===== src/rtl/uart_fifo_stat_irq_pkg.sv =====
package uart_fifo_stat_irq_pkg;
   localparam int unsigned REG_W = 8;
   localparam int unsigned ADR_W = 2;

   localparam logic [ADR_W-1:0] ADR_ENA   = 2'd0;
   localparam logic [ADR_W-1:0] ADR_FCTL  = 2'd1;
   localparam logic [ADR_W-1:0] ADR_IDENT = 2'd2;
   localparam logic [ADR_W-1:0] ADR_STAT  = 2'd3;

   localparam int unsigned ERR_N = 4;
   localparam int unsigned ENA_W = 4;

   typedef enum logic [3:0] {
      ID_NONE = 4'b0001,
      ID_TXE  = 4'b0010,
      ID_RXD  = 4'b0100
   } irq_id_e;
endpackage


===== src/rtl/uart_fifo_stat_irq_regs.sv =====
module uart_fifo_stat_irq_regs
   import uart_fifo_stat_irq_pkg::*;
(
   input  logic             clk,
   input  logic             rst_n,
   input  logic             wr,
   input  logic [ADR_W-1:0] addr,
   input  logic [REG_W-1:0] wdata,
   input  logic [REG_W-1:0] ident,
   input  logic [REG_W-1:0] stat,
   output logic [ENA_W-1:0] ena_q,
   output logic             fifo_en_q,
   output logic [REG_W-1:0] rdata
);
   localparam int unsigned PAD_E = REG_W - ENA_W;

   logic unused_wbits;
   assign unused_wbits = ^wdata[REG_W-1:ENA_W];

   always_ff @(posedge clk or negedge rst_n) begin
      if (!rst_n) begin
         ena_q     <= '0;
         fifo_en_q <= 1'b0;
      end else if (wr) begin
         if (addr == ADR_ENA)  ena_q     <= wdata[ENA_W-1:0];
         if (addr == ADR_FCTL) fifo_en_q <= wdata[0];
      end
   end

   always_comb begin
      unique case (addr)
         ADR_ENA:   rdata = {{PAD_E{1'b0}}, ena_q};
         ADR_FCTL:  rdata = {{(REG_W-1){1'b0}}, fifo_en_q};
         ADR_IDENT: rdata = ident;
         default:   rdata = stat;
      endcase
   end
endmodule


===== src/rtl/uart_fifo_stat_irq_errs.sv =====
module uart_fifo_stat_irq_errs
   import uart_fifo_stat_irq_pkg::*;
#(
   parameter int unsigned RX_DEPTH = 64
)(
   input  logic             clk,
   input  logic             rst_n,
   input  logic             push,
   input  logic [ERR_N-1:0] flags,
   input  logic             pop,
   input  logic             pop_err,
   input  logic             clr,
   output logic [ERR_N-1:0] sticky_q,
   output logic             held_err
);
   localparam int unsigned CNT_W = $clog2(RX_DEPTH + 1);

   logic [ERR_N-1:0] sticky_d;
   logic [CNT_W-1:0] cnt_q;
   logic             inc, dec;

   for (genvar i = 0; i < ERR_N; i++) begin : g_sticky
      assign sticky_d[i] = clr ? 1'b0 : (sticky_q[i] | (push & flags[i]));
   end

   always_ff @(posedge clk or negedge rst_n) begin
      if (!rst_n) sticky_q <= '0;
      else        sticky_q <= sticky_d;
   end

   // data errors only: overrun marks a lost character, not a held one
   assign inc = push & (|flags[ERR_N-1:1]) & (cnt_q != CNT_W'(RX_DEPTH));
   assign dec = pop & pop_err & (cnt_q != '0);

   always_ff @(posedge clk or negedge rst_n) begin
      if (!rst_n)          cnt_q <= '0;
      else if (inc & !dec) cnt_q <= cnt_q + 1'b1;
      else if (dec & !inc) cnt_q <= cnt_q - 1'b1;
   end

   assign held_err = (cnt_q != '0);
endmodule


===== src/rtl/uart_fifo_stat_irq_gen.sv =====
module uart_fifo_stat_irq_gen
   import uart_fifo_stat_irq_pkg::*;
#(
   parameter int unsigned LVL_W   = 7,
   parameter int unsigned THR_C0  = 1,
   parameter int unsigned THR_C1  = 16,
   parameter int unsigned THR_C2  = 32,
   parameter int unsigned THR_C3  = 56,
   parameter bit          IRQ_REG = 1'b0
)(
   input  logic             clk,
   input  logic             rst_n,
   input  logic [LVL_W-1:0] level,
   input  logic [1:0]       trig_sel,
   input  logic             fifo_en,
   input  logic [1:0]       ena,
   input  logic             tx_empty,
   output logic [REG_W-1:0] ident,
   output logic             irq
);
   logic [LVL_W-1:0] thr;
   logic             rx_src, tx_src, irq_c;
   irq_id_e          code;

   always_comb begin
      if (!fifo_en) thr = LVL_W'(1);
      else begin
         unique case (trig_sel)
            2'd0:    thr = LVL_W'(THR_C0);
            2'd1:    thr = LVL_W'(THR_C1);
            2'd2:    thr = LVL_W'(THR_C2);
            default: thr = LVL_W'(THR_C3);
         endcase
      end
   end

   assign rx_src = ena[0] & (level >= thr);
   assign tx_src = ena[1] & tx_empty;
   assign irq_c  = rx_src | tx_src;

   always_comb begin
      if (rx_src)      code = ID_RXD;
      else if (tx_src) code = ID_TXE;
      else             code = ID_NONE;
   end

   assign ident = {fifo_en, fifo_en, 2'b00, code};

   if (IRQ_REG) begin : g_irq_reg
      always_ff @(posedge clk or negedge rst_n) begin
         if (!rst_n) irq <= 1'b0;
         else        irq <= irq_c;
      end
   end else begin : g_irq_comb
      logic unused_clk;
      assign unused_clk = clk ^ rst_n;
      assign irq = irq_c;
   end
endmodule


===== src/rtl/uart_fifo_stat_irq.sv =====
module uart_fifo_stat_irq
   import uart_fifo_stat_irq_pkg::*;
#(
   parameter int unsigned RX_DEPTH = 64,
   parameter int unsigned THR_C0   = 1,
   parameter int unsigned THR_C1   = 16,
   parameter int unsigned THR_C2   = 32,
   parameter int unsigned THR_C3   = 56,
   parameter bit          IRQ_REG  = 1'b0,
   localparam int unsigned LVL_W   = $clog2(RX_DEPTH + 1)
)(
   input  logic             clk,
   input  logic             rst_n,
   input  logic [LVL_W-1:0] rx_level,
   input  logic             rx_push,
   input  logic [3:0]       rx_push_flags,
   input  logic             rx_pop,
   input  logic             rx_pop_err,
   input  logic             tx_fifo_empty,
   input  logic             tx_shift_idle,
   input  logic [1:0]       trig_sel,
   input  logic             host_wr,
   input  logic             host_rd,
   input  logic [1:0]       host_addr,
   input  logic [7:0]       host_wdata,
   output logic [7:0]       host_rdata,
   output logic             irq
);
   if (THR_C0 < 1 || THR_C0 > THR_C1 || THR_C1 > THR_C2 || THR_C2 > THR_C3
       || THR_C3 > RX_DEPTH) begin : g_bad_thr
      $error("trigger thresholds must rise from 1 up to RX_DEPTH");
   end
   if (RX_DEPTH < 2) begin : g_bad_depth
      $error("RX_DEPTH must be at least 2");
   end

   logic [ENA_W-1:0] ena_q;
   logic             fifo_en_q;
   logic [ERR_N-1:0] sticky_q;
   logic             held_err;
   logic [REG_W-1:0] stat_w, ident_w;
   logic             stat_rd;

   assign stat_rd = host_rd & (host_addr == ADR_STAT);

   assign stat_w = {held_err,
                    tx_fifo_empty & tx_shift_idle,
                    tx_fifo_empty,
                    sticky_q,
                    (rx_level != '0)};

   uart_fifo_stat_irq_regs u_regs (
      .clk       (clk),
      .rst_n     (rst_n),
      .wr        (host_wr),
      .addr      (host_addr),
      .wdata     (host_wdata),
      .ident     (ident_w),
      .stat      (stat_w),
      .ena_q     (ena_q),
      .fifo_en_q (fifo_en_q),
      .rdata     (host_rdata)
   );

   uart_fifo_stat_irq_errs #(.RX_DEPTH(RX_DEPTH)) u_errs (
      .clk      (clk),
      .rst_n    (rst_n),
      .push     (rx_push),
      .flags    (rx_push_flags),
      .pop      (rx_pop),
      .pop_err  (rx_pop_err),
      .clr      (stat_rd),
      .sticky_q (sticky_q),
      .held_err (held_err)
   );

   uart_fifo_stat_irq_gen #(
      .LVL_W   (LVL_W),
      .THR_C0  (THR_C0),
      .THR_C1  (THR_C1),
      .THR_C2  (THR_C2),
      .THR_C3  (THR_C3),
      .IRQ_REG (IRQ_REG)
   ) u_gen (
      .clk      (clk),
      .rst_n    (rst_n),
      .level    (rx_level),
      .trig_sel (trig_sel),
      .fifo_en  (fifo_en_q),
      .ena      (ena_q[1:0]),
      .tx_empty (tx_fifo_empty),
      .ident    (ident_w),
      .irq      (irq)
   );
endmodule


===== config.mk =====
export PLATFORM = sky130hd
export DESIGN_NAME = uart_fifo_stat_irq
export DESIGN_NICKNAME = d
export VERILOG_FILES = /design/src/rtl/uart_fifo_stat_irq_pkg.sv /design/src/rtl/uart_fifo_stat_irq_regs.sv /design/src/rtl/uart_fifo_stat_irq_errs.sv /design/src/rtl/uart_fifo_stat_irq_gen.sv /design/src/rtl/uart_fifo_stat_irq.sv
export SDC_FILE = /design/constraint.sdc
export NUM_CORES = 1
export LEC_CHECK = 0
export BUFFER_PORTS_ARGS = -buffer_cell sky130_fd_sc_hd__buf_2
export CORE_MARGIN = 2
export CORE_UTILIZATION = 45
export DETAILED_ROUTE_END_ITERATION = 7
export GPL_ROUTABILITY_DRIVEN = 0
export PLACE_DENSITY = 0.8
export SYNTH_ARGS = -nofsm -noshare
export SYNTH_HDL_FRONTEND = slang
export SYNTH_HIERARCHICAL = 1
export SYNTH_SLANG_ARGS = --single-unit
export TNS_END_PERCENT = 10

===== constraint.sdc =====
create_clock -name clk -period 3.6 [get_ports clk]
set_input_delay 0.72 -clock clk [delete_from_list [all_inputs] [get_ports clk]]
set_output_delay 0.72 -clock clk [all_outputs]
set_load 0.02 [all_outputs]

==> summary.md <==
| Metric | Value |
|---|---|
| Initial antenna violation count | 0 |
| DP Wirelength | 2.19 mm |
| Register Area | ~400 sq um |
| DRT Wirelength | roughly 2.7 mm |
| Outcome | finished, final reports clean |
| Die H | 58.1 microns |
| Post-layout min period | roughly 3.3 ns |
| Rows | 19 |
| Largest net degree at the start of global routing | 17 |
| First-pass GRT wire length | ~4.7 mm |
| Synth cell count leaders | dfrtp_1 (16), nor2_1 (13), ha_1 (11) |
| H-Tree Depth | 1 |
| Number of routed nets with antenna violations | 0 |
| HP Class | in2async |
| IO Pins | between 40 and 50 |
| Crit end category | output pin |
| Initial DRC Count | 39 |
| Inserted Diodes | 0 |
| Largest family of logic cells by synthesized area | simple AND/OR/NAND/NOR gates |
| Port Buf Inserts | 36 |
| Area contributors post-synth | dfrtp_1 (30%), ha_1 (10%), mux2_1 (5.1%) |
| Synth Register Bits | 16 |
| Clock Sinks | 16 |
| Multi-input logic area | between 800 and 900 sq um |
| Adder-Cell Fraction of Synth Area | around an eighth |
| Drt drc | 0 |
| CP Data Required Time | 2.88 ns |
| Critical path class | in2out |
| Cts bufs inserted | 3 |
| GRT overflow | 0 |
| TNS Setup | 0 ns |
| Die area | 0.00338 sq mm |
| Layout area overhead | 15.0% |
| Vias | between 1000 and 1500 |
| Number of global-route vias before repair | 1100 |
| CP max stage cell | nor4b_4 |
| Crit path arrival time | 2.60 ns |
| WP buf/inv | 2 |
| Core area | about 0.0028 sq mm |
| WHS | between 0.3 and 0.4 ns |
| Fin crit share | between 90% and 100% |
| Critical path's most frequent cell | buf_2 |
| Post-synthesis mux area share | 12.7% |
| Hold_buf cts | 0 |
| Library cells used by synthesis | 44 |
| Via-per-instance ratio | approximately 5.5 |
| Worst vdd ir | ~0.00040 V |
| Post-synth EDFFs | 0 |
| Synth Instances | about 140 |
| Compound-cell area share of the yosys netlist | 15.2% |
| Clock Tree Root | clkbuf_4 |
| GR Util met1 | a little over a fifth |
| Unrepaired setup endpoints after global routing | no |
| Placed Area | ~0.0015 sq mm |
| Crit path cell chain | buf_2, o21ai_0, ha_1, nor4b_4, o211ai_1, and2_2, mux2_1, a22o_1, buf_2 |
| GR peak layer | met2 |
| Mean Syn Cell Area | 9.55 sq um |
| Largest stage delay, worst path | 0.33 ns |
| Leakage dissipation | between 0.7 and 0.8 nW |
| Synth top area share | slightly above 30% |
| Fin nets | around 220 |
| Finished Cell Area | 0.00152 sq mm |
| Type of origin of the critical path | input port |
| Total Routing Usage GR | between 10% and 20% |
| Starting density of the core | between 40% and 50% |
| Max-slew violation count | 0 |
| Synth Area in XOR/XNOR | 3.32% |
| Setup violations, final | 0 |
| Sequential area share after synthesis | around 30% |
| Share of layout cells above drive strength 1 | 28.7% |
| Most common cell in the synthesized netlist | dfrtp_1 |
| WL/cell | approximately 13 microns |
| CTS tree | built |
| CTS clk-pin slew, worst paths | approximately 0.09 ns |
| Asr flop ratio synth | 100% |
| Worst skew pair latency | 0.28 ns |
| M3 GR Usage | under 10% |
| Deepest clock path buffer count | 2 |
| Delay-heaviest family, CP | simple AND/OR/NAND/NOR gates |
| Largest area contributor in the netlist | dfrtp_1 |
| Max Fclk | ~0.3 GHz |
| Setup bufs post-CTS | 0 |
| Post_cts resized | 0 |
| Max-cap violations | 0 |
| Simple-gate area share of the yosys netlist | about a fifth |
| Met2 Use GR | 31.7% |
| PwrDens | around 580 mW/mm^2 |
| Fillers | ~250 |
| Yosys warns | 6 |
| Mapped Area | approximately 0.0013 sq mm |
| Synth Flop Type | dfrtp_1 |
| Final setup skew | ~0.0024 ns |
| Die X | ~58 microns |
| Final core occ | ~55% |
| Pre-antenna DRT Iters | 4 |
| CP max FO | 3 |
| Fin. Hold Viols | 0 |
## kinds of logic (layout without fill, tap and decap cells)
logic type | count (synthesis) | in the layout
adder cells (fa/ha/maj) | 12 | 12
flip-flops | 16 | 16
other | 1 | 3
AO/OA/AOI/OAI | 30 | 30
AND/OR/NAND/NOR | 48 | 48
XOR/XNOR | 5 | 5
multiplexers | 14 | 14
buffers and inverters | 12 | 43
## registers in the layout (all words and copies together), names as in the netlist
signal / cells
u_regs/ena_q: 4
u_errs/sticky_q: 4
u_regs/fifo_en_q: 1
u_errs/cnt_q: 7
## layer usage
layer	part of all wire [%]	vias to the layer above
li1	-	561
met1	45	517
met2	48	31
met3	6.5	4
met4	0.77	0
met5	0	-
## worst paths after layout
path	start	endpoint	slack [ns]	cells past startpoint
worst max-delay path	trig_sel[1]	host_rdata[2]	0.28	9
worst min-delay path	rst_n	u_errs/cnt_q[4]$_DFFE_PN0P_	0.33	1
worst max register to register	u_errs/cnt_q[3]$_DFFE_PN0P_	u_errs/cnt_q[6]$_DFFE_PN0P_	0.89	10
worst min register to register	u_errs/cnt_q[6]$_DFFE_PN0P_	u_errs/cnt_q[6]$_DFFE_PN0P_	0.50	1
max in group asynchronous	rst_n	u_errs/cnt_q[2]$_DFFE_PN0P_	3.01	1
min in group clk	u_errs/cnt_q[6]$_DFFE_PN0P_	u_errs/cnt_q[6]$_DFFE_PN0P_	0.50	1
## layout by cell type, fill, tap and decap left out, types with 4 or more instances in the layout
master	count
buf_2	36
nor2b_1	4
nand2_1	10
o21ai_0	5
dfrtp_1	16
a21oi_1	9
ha_1	11
nor2_1	13
mux2i_1	4
mux2_1	6
## layout make-up
cell class | instances | area share, %
flip-flops and latches | 16 | 26.4
clock buffers | 4 | 2.39
repair buffers | 36 | 11.9
well taps | 31 | 2.56
multi-input cells | 112 | 56.0
inverters | 3 | 0.743
## through the flow
step           instances  worst slack (ns)  power, mW
6_report             202             0.281      0.874
5_1_grt              202             0.139      0.960
4_1_cts              202             0.290      0.881
3_5_place_dp         198             0.285      0.759
3_3_place_gp         198             0.363      0.727
2_1_floorplan        140             0.521      0.657
## worst register-to-register path, stage by stage, from the launching register on
cell and delay (ns):
dfrtp_1 0.43, nor2_1 0.17, nand4b_1 0.18, nand3_1 0.13, ha_1 0.24, inv_1 0.18
fa_1 0.45, a211oi_1 0.39, or3_1 0.20, o211ai_2 0.10, xor2_1 0.16
## where the power goes
part | total (mW) | internal [mW] | leakage, nW | switching, mW
Sequential | 0.293 | 0.239 | 0.187 | 0.0548
Clock | 0.118 | 0.0615 | 0.0210 | 0.0569
Combinational | 0.462 | 0.218 | 0.519 | 0.244
Total | 0.874 | 0.518 | 0.727 | 0.356
Note: power is estimated with default switching activity, not from simulation.
